<file path="src/rtl/mcc_pkg.sv">
package mcc_pkg;
  localparam int OPC_W = 6;
  localparam int ST_W  = 4;

  localparam logic [OPC_W-1:0] OPC_ALU   = 6'b000000;
  localparam logic [OPC_W-1:0] OPC_LOAD  = 6'b100011;
  localparam logic [OPC_W-1:0] OPC_STORE = 6'b101011;
  localparam logic [OPC_W-1:0] OPC_BEQ   = 6'b000100;
  localparam logic [OPC_W-1:0] OPC_JMP   = 6'b000010;

  typedef enum logic [ST_W-1:0] {
    ST_FETCH   = 4'd0,
    ST_DECODE  = 4'd1,
    ST_ADDR    = 4'd2,
    ST_LD_RD   = 4'd3,
    ST_LD_WB   = 4'd4,
    ST_ST_WR   = 4'd5,
    ST_EXEC    = 4'd6,
    ST_ALU_WB  = 4'd7,
    ST_BRANCH  = 4'd8,
    ST_JUMP    = 4'd9,
    ST_TRAP_OP = 4'd10,
    ST_TRAP_OV = 4'd11
  } st_e;

  typedef struct packed {
    logic       pc_wr;
    logic       pc_wr_cond;
    logic [1:0] pc_sel;
    logic       addr_sel;
    logic       mem_rd;
    logic       mem_wr;
    logic       ir_wr;
    logic       rd_sel;
    logic       rf_wr;
    logic       wb_sel;
    logic       alu_a_sel;
    logic [1:0] alu_b_sel;
    logic [1:0] alu_op;
    logic       epc_wr;
    logic       cause_wr;
    logic       cause_code;
  } ctrl_t;
endpackage

</file>
<file path="src/rtl/mcc_rst_sync.sv">
module mcc_rst_sync #(
  parameter int STAGES = 2
) (
  input  logic clk,
  input  logic rst_n,
  output logic rst_sync_n
);
  logic [STAGES-1:0] chain_q;

  always_ff @(posedge clk or negedge rst_n) begin
    if (!rst_n) chain_q <= '0;
    else        chain_q <= {chain_q[STAGES-2:0], 1'b1};
  end

  assign rst_sync_n = chain_q[STAGES-1];
endmodule

</file>
<file path="src/rtl/mcc_next_state.sv">
module mcc_next_state
  import mcc_pkg::*;
(
  input  st_e              state_q,
  input  logic [OPC_W-1:0] opcode,
  input  logic             alu_ovf,
  output st_e              state_d
);
  always_comb begin
    state_d = ST_FETCH;
    case (state_q)
      ST_FETCH:  state_d = ST_DECODE;
      ST_DECODE: begin
        case (opcode)
          OPC_LOAD, OPC_STORE: state_d = ST_ADDR;
          OPC_ALU:             state_d = ST_EXEC;
          OPC_BEQ:             state_d = ST_BRANCH;
          OPC_JMP:             state_d = ST_JUMP;
          default:             state_d = ST_TRAP_OP;
        endcase
      end
      ST_ADDR:   state_d = (opcode == OPC_LOAD) ? ST_LD_RD : ST_ST_WR;
      ST_LD_RD:  state_d = ST_LD_WB;
      ST_EXEC:   state_d = alu_ovf ? ST_TRAP_OV : ST_ALU_WB;
      default:   state_d = ST_FETCH;
    endcase
  end
endmodule

</file>
<file path="src/rtl/mcc_out_decode.sv">
module mcc_out_decode
  import mcc_pkg::*;
(
  input  st_e   state_q,
  output ctrl_t ctrl
);
  always_comb begin
    ctrl = '0;
    case (state_q)
      ST_FETCH: begin
        ctrl.pc_wr     = 1'b1;
        ctrl.mem_rd    = 1'b1;
        ctrl.ir_wr     = 1'b1;
        ctrl.alu_b_sel = 2'b01;
      end
      ST_DECODE: ctrl.alu_b_sel = 2'b11;
      ST_ADDR: begin
        ctrl.alu_a_sel = 1'b1;
        ctrl.alu_b_sel = 2'b10;
      end
      ST_LD_RD: begin
        ctrl.mem_rd   = 1'b1;
        ctrl.addr_sel = 1'b1;
      end
      ST_LD_WB: begin
        ctrl.rf_wr  = 1'b1;
        ctrl.wb_sel = 1'b1;
      end
      ST_ST_WR: begin
        ctrl.mem_wr   = 1'b1;
        ctrl.addr_sel = 1'b1;
      end
      ST_EXEC: begin
        ctrl.alu_a_sel = 1'b1;
        ctrl.alu_op    = 2'b10;
      end
      ST_ALU_WB: begin
        ctrl.rf_wr  = 1'b1;
        ctrl.rd_sel = 1'b1;
      end
      ST_BRANCH: begin
        ctrl.alu_a_sel  = 1'b1;
        ctrl.alu_op     = 2'b01;
        ctrl.pc_wr_cond = 1'b1;
        ctrl.pc_sel     = 2'b01;
      end
      ST_JUMP: begin
        ctrl.pc_wr  = 1'b1;
        ctrl.pc_sel = 2'b10;
      end
      ST_TRAP_OP, ST_TRAP_OV: begin
        ctrl.cause_wr   = 1'b1;
        ctrl.epc_wr     = 1'b1;
        ctrl.pc_wr      = 1'b1;
        ctrl.pc_sel     = 2'b11;
        ctrl.alu_b_sel  = 2'b01;
        ctrl.alu_op     = 2'b01;
        ctrl.cause_code = (state_q == ST_TRAP_OV);
      end
      default: ctrl = '0;
    endcase
  end
endmodule

</file>
<file path="src/rtl/mcc_ctrl.sv">
module mcc_ctrl
  import mcc_pkg::*;
(
  input  logic             clk,
  input  logic             rst_n,
  input  logic [OPC_W-1:0] opcode,
  input  logic             alu_ovf,
  output logic             pc_wr,
  output logic             pc_wr_cond,
  output logic [1:0]       pc_sel,
  output logic             addr_sel,
  output logic             mem_rd,
  output logic             mem_wr,
  output logic             ir_wr,
  output logic             rd_sel,
  output logic             rf_wr,
  output logic             wb_sel,
  output logic             alu_a_sel,
  output logic [1:0]       alu_b_sel,
  output logic [1:0]       alu_op,
  output logic             epc_wr,
  output logic             cause_wr,
  output logic             cause_code
);
  localparam int RST_STAGES = 2;

  logic  rst_sync_n;
  st_e   state_q;
  st_e   state_d;
  ctrl_t ctrl;

  mcc_rst_sync #(.STAGES(RST_STAGES)) u_rst (
    .clk        (clk),
    .rst_n      (rst_n),
    .rst_sync_n (rst_sync_n)
  );

  mcc_next_state u_ns (
    .state_q (state_q),
    .opcode  (opcode),
    .alu_ovf (alu_ovf),
    .state_d (state_d)
  );

  always_ff @(posedge clk or negedge rst_sync_n) begin
    if (!rst_sync_n) state_q <= ST_FETCH;
    else             state_q <= state_d;
  end

  mcc_out_decode u_dec (
    .state_q (state_q),
    .ctrl    (ctrl)
  );

  assign pc_wr      = ctrl.pc_wr;
  assign pc_wr_cond = ctrl.pc_wr_cond;
  assign pc_sel     = ctrl.pc_sel;
  assign addr_sel   = ctrl.addr_sel;
  assign mem_rd     = ctrl.mem_rd;
  assign mem_wr     = ctrl.mem_wr;
  assign ir_wr      = ctrl.ir_wr;
  assign rd_sel     = ctrl.rd_sel;
  assign rf_wr      = ctrl.rf_wr;
  assign wb_sel     = ctrl.wb_sel;
  assign alu_a_sel  = ctrl.alu_a_sel;
  assign alu_b_sel  = ctrl.alu_b_sel;
  assign alu_op     = ctrl.alu_op;
  assign epc_wr     = ctrl.epc_wr;
  assign cause_wr   = ctrl.cause_wr;
  assign cause_code = ctrl.cause_code;

  assert_fetch_to_decode_R2: assert property (@(posedge clk) disable iff (!rst_sync_n)
    (state_q == ST_FETCH) |=> (state_q == ST_DECODE));

  assert_load_path_R4: assert property (@(posedge clk) disable iff (!rst_sync_n)
    (state_q == ST_ADDR && opcode == OPC_LOAD) |=> (state_q == ST_LD_RD));

  assert_store_excl_R6: assert property (@(posedge clk) disable iff (!rst_sync_n)
    mem_wr |-> (!mem_rd && !rf_wr && !ir_wr));

  assert_undef_trap_R10: assert property (@(posedge clk) disable iff (!rst_sync_n)
    (state_q == ST_DECODE && opcode != OPC_ALU && opcode != OPC_LOAD &&
     opcode != OPC_STORE && opcode != OPC_BEQ && opcode != OPC_JMP)
    |=> (cause_wr && !cause_code));

  assert_ovf_trap_R11: assert property (@(posedge clk) disable iff (!rst_sync_n)
    (state_q == ST_EXEC && alu_ovf) |=> (cause_wr && cause_code && !rf_wr));

  assert_no_trap_outside_R12: assert property (@(posedge clk) disable iff (!rst_sync_n)
    (state_q != ST_DECODE && state_q != ST_EXEC) |=> !cause_wr);
endmodule

</file>
<file path="config.mk">
export PLATFORM = sky130hd
export DESIGN_NAME = mcc_ctrl
export DESIGN_NICKNAME = d
export VERILOG_FILES = /design/src/rtl/mcc_pkg.sv /design/src/rtl/mcc_rst_sync.sv /design/src/rtl/mcc_next_state.sv /design/src/rtl/mcc_out_decode.sv /design/src/rtl/mcc_ctrl.sv
export SDC_FILE = /design/constraint.sdc
export NUM_CORES = 1
export LEC_CHECK = 0
export ABC_AREA = 1
export CELL_PAD_IN_SITES_DETAIL_PLACEMENT = 0
export CELL_PAD_IN_SITES_GLOBAL_PLACEMENT = 1
export CORE_AREA = 2 2 39 41
export DETAILED_ROUTE_END_ITERATION = 10
export DIE_AREA = 0 0 41 43
export DONT_BUFFER_PORTS = 1
export GPL_ROUTABILITY_DRIVEN = 1
export PLACE_DENSITY = 0.79
export SETUP_SLACK_MARGIN = 0.05
export SLEW_MARGIN = 10
export SYNTH_ARGS = -nofsm -noshare
export SYNTH_HDL_FRONTEND = slang
export SYNTH_SLANG_ARGS = --single-unit
</file>
<file path="constraint.sdc">
create_clock -name clk -period 3.2 [get_ports clk]
set_input_delay 0.48 -clock clk [delete_from_list [all_inputs] [get_ports clk]]
set_output_delay 0.48 -clock clk [all_outputs]
set_load 0.03 [all_outputs]
</file>
==> summary.md <==
| Metric | Value |
|---|---|
| CTS Hold Bufs | `1` |
| Mean Syn Cell Area | `6.077 um^2` |
| Number of diodes | `0` |
| Setup TNS | `0 ns` |
| Ys flop type | `dfrtp_1` |
| Top post-synthesis cells by area | `dfrtp_1 (29%), nand2_1 (13%), nor2_1 (12%)` |
| Flops & latches, synth | `6` |
| Syn Std Cell Area | `510.5 um^2` |
| Max VDD drop | `0.2690 mV` |
| Most frequent cells after synthesis | `nand2_1 (17), nor2_1 (16), inv_1 (15)` |
| Post-route DRC | `0` |
| Largest net degree at the start of global routing | `8` |
| Top cell family by delay on the critical path | `compound AO/OA/AOI/OAI gates` |
| Core Util, Final | `40.14%` |
| HPWL after detailed placement | `933.9 um` |
| First-pass detailed-route iteration total | `2` |
| Layout net count | `98` |
| Row Count | `14` |
| Cells after DPL | `99` |
| Worst path bufs/invs | `1` |
| RD Place Congestion | `0.6656` |
| Post-DRT Antenna Nets | `0` |
| Worst-path fanout max | `4` |
| Drt first-iter violations | `7` |
| Vias in the first global route | `448` |
| Least-Margin Pin Slew | `0.9503 ns` |
| Post-synth top area cell | `dfrtp_1` |
| Die area | `1763 um^2` |
| CP Data Arrival Time | `1.71 ns` |
| Post-cts resize count | `0` |
| Synthesis-to-finish area growth | `8.823%` |
| CTS tree | `done` |
| Starting Density | `36.89%` |
| Worst flop-to-flop path startpoint | `state_q[0]` |
| Clock skew | `0.004846 ns` |
| Fin. Hold Viols | `0` |
| Syn nets | `93` |
| Via Count | `489` |
| Distinct cells, synth | `16` |
| First-pass GRT wire length | `1.711 mm` |
| Buffers on Ports | `0` |
| Die H | `43 um` |
| CP max-delay cell | `o21ai_0` |
| Clock Tree Root | `clkbuf_4` |
| Die Wd | `41 um` |
| Max Root-Sink Buffers | `2` |
| RSZ-0062 raised after global routing | `false` |
| Most common cell in the netlist | `nand2_1` |
| Wirelength per Cell | `10.85 um` |
| Post-CTS setup buffers | `0` |
| Clk_lat worst skew | `0.24 ns` |
| Core area | `1384 um^2` |
| Post-synth EDFFs | `0` |
| Clock transition at the registers of the reported paths | `0.05 ns` |
| Fin. max-slew vios | `0` |
| Routed WL | `1.118 mm` |
| WS Path Type | `flip-flop to output port` |
| Total power | `0.5902 mW` |
| Required time of the critical path | `2.72 ns` |
| I/O pin total | `28` |
| # setup viols final | `0` |
| Final Instance Area | `555.5 um^2` |
| FFs w/ async S/R, synth | `100.0%` |
| Layout cells sized above 1 | `13.79%` |
| Vias per Instance | `4.748` |
| CP startpoint | `state_q[3]` |
| Yosys top cell area share | `29.41%` |
| YS warnings | `0` |
| Mapped Cells | `84` |
| Status | `finished, final reports clean` |
| Delay of the slowest cell on the worst path | `0.75 ns` |
| Overflow after GRT | `0` |
| Max Fclk | `457.0 MHz` |
| Total GRT Usage | `14.92%` |
| P_leak | `0.2972 nW` |
| Period Utilization, post-route | `68.38%` |
| Startpoint types | `flip-flop` |
| H-tree depth | `1` |
| Total CTS buffers | `3` |
| Pwr dens | `1062 nW/um^2` |
| Tmin final | `2.188 ns` |
| Number of max-cap violations | `0` |
| Post-synthesis sequential area ratio | `29.41%` |
| Hold Crit Class | `flip-flop to async pin` |
| Crit path capture type | `output port` |
| Max_slew headroom | `35.97%` |
| Antenna violations before repair | `0` |
| Placed Area | `523.0 um^2` |
| CTS sink count | `6` |
| Non-Filler Instances | `103` |
| Worst path cell trace | `nor2_2, inv_2, o21ai_0` |
cells by family after synthesis:
logic type / share of synthesized area [%]
flops: 29.41
simple gates: 50.00
buf+inv: 13.97
compound gates: 5.881
other cells: 0.7346
sequential cells by signal, summed over array words and instances, names as in the netlist:
register	count
state_q	4
u_rst.chain_q	2
routing by layer:
metal / wire length (um) / GRT usage (%)
met5: 0 / 0
met4: 0 / 12.00
met3: 75 / 3.665
met2: 593 / 24.69
met1: 450 / 14.33
cell usage in the layout (no fill, tap or decap), drive strengths merged:
master       Yosys  final
nand4            1      1
nand3            9      9
conb             1      1
a21oi            3      3
nor2b            1      1
dfrtp            6      6
o21ai            3      3
nor2            21     21
inv             17     17
clkbuf           0      3
nand3b           2      2
nand2           19     19
dlygate4sd3      0      1
layout make-up:
class | count | area (um^2)
flip-flops and latches | 6 | 150.1
multi-input cells | 60 | 289.0
fillers | 157 | 828.3
clock buffers | 3 | 22.52
repair buffers | 1 | 10.01
inverters | 17 | 63.81
well taps | 16 | 20.02
worst register-to-register path: cells and delay by family, from the launching register on:
kind | cells | cell delay, ns
flops | 1 | 0.44
buf+inv | 2 | 0.19
simple gates | 3 | 0.46
stage by stage:
| step | hold slack, ns | setup WS [ns] |
|---|---|---|
| after floorplan | 0.04029 | 1.376 |
| after global placement | 0.05630 | 1.265 |
| after detailed placement | 0.05831 | 1.255 |
| after CTS | 0.05819 | 0.9882 |
| after global routing | 0.08784 | 0.9022 |
| final | 0.04980 | 1.012 |
power by group:
part           switching (mW)  internal (mW)
Sequential             0.0291         0.0969
Clock                  0.0263         0.0424
Combinational           0.328         0.0678
Total                   0.383          0.207
worst paths after layout:
path / endpoint / cells past startpoint / slack (ns)
max: alu_b_sel[0] / 3 / 1.01
min: state_q[3] / 0 / 0.05
max reg2reg: state_q[1] / 5 / 2.04
min reg2reg: state_q[3] / 0 / 0.05
max in group asynchronous: u_rst.chain_q[1] / 1 / 2.61
min in group clk: u_rst.chain_q[1] / 0 / 0.35
(Power assumes the default switching activity.)
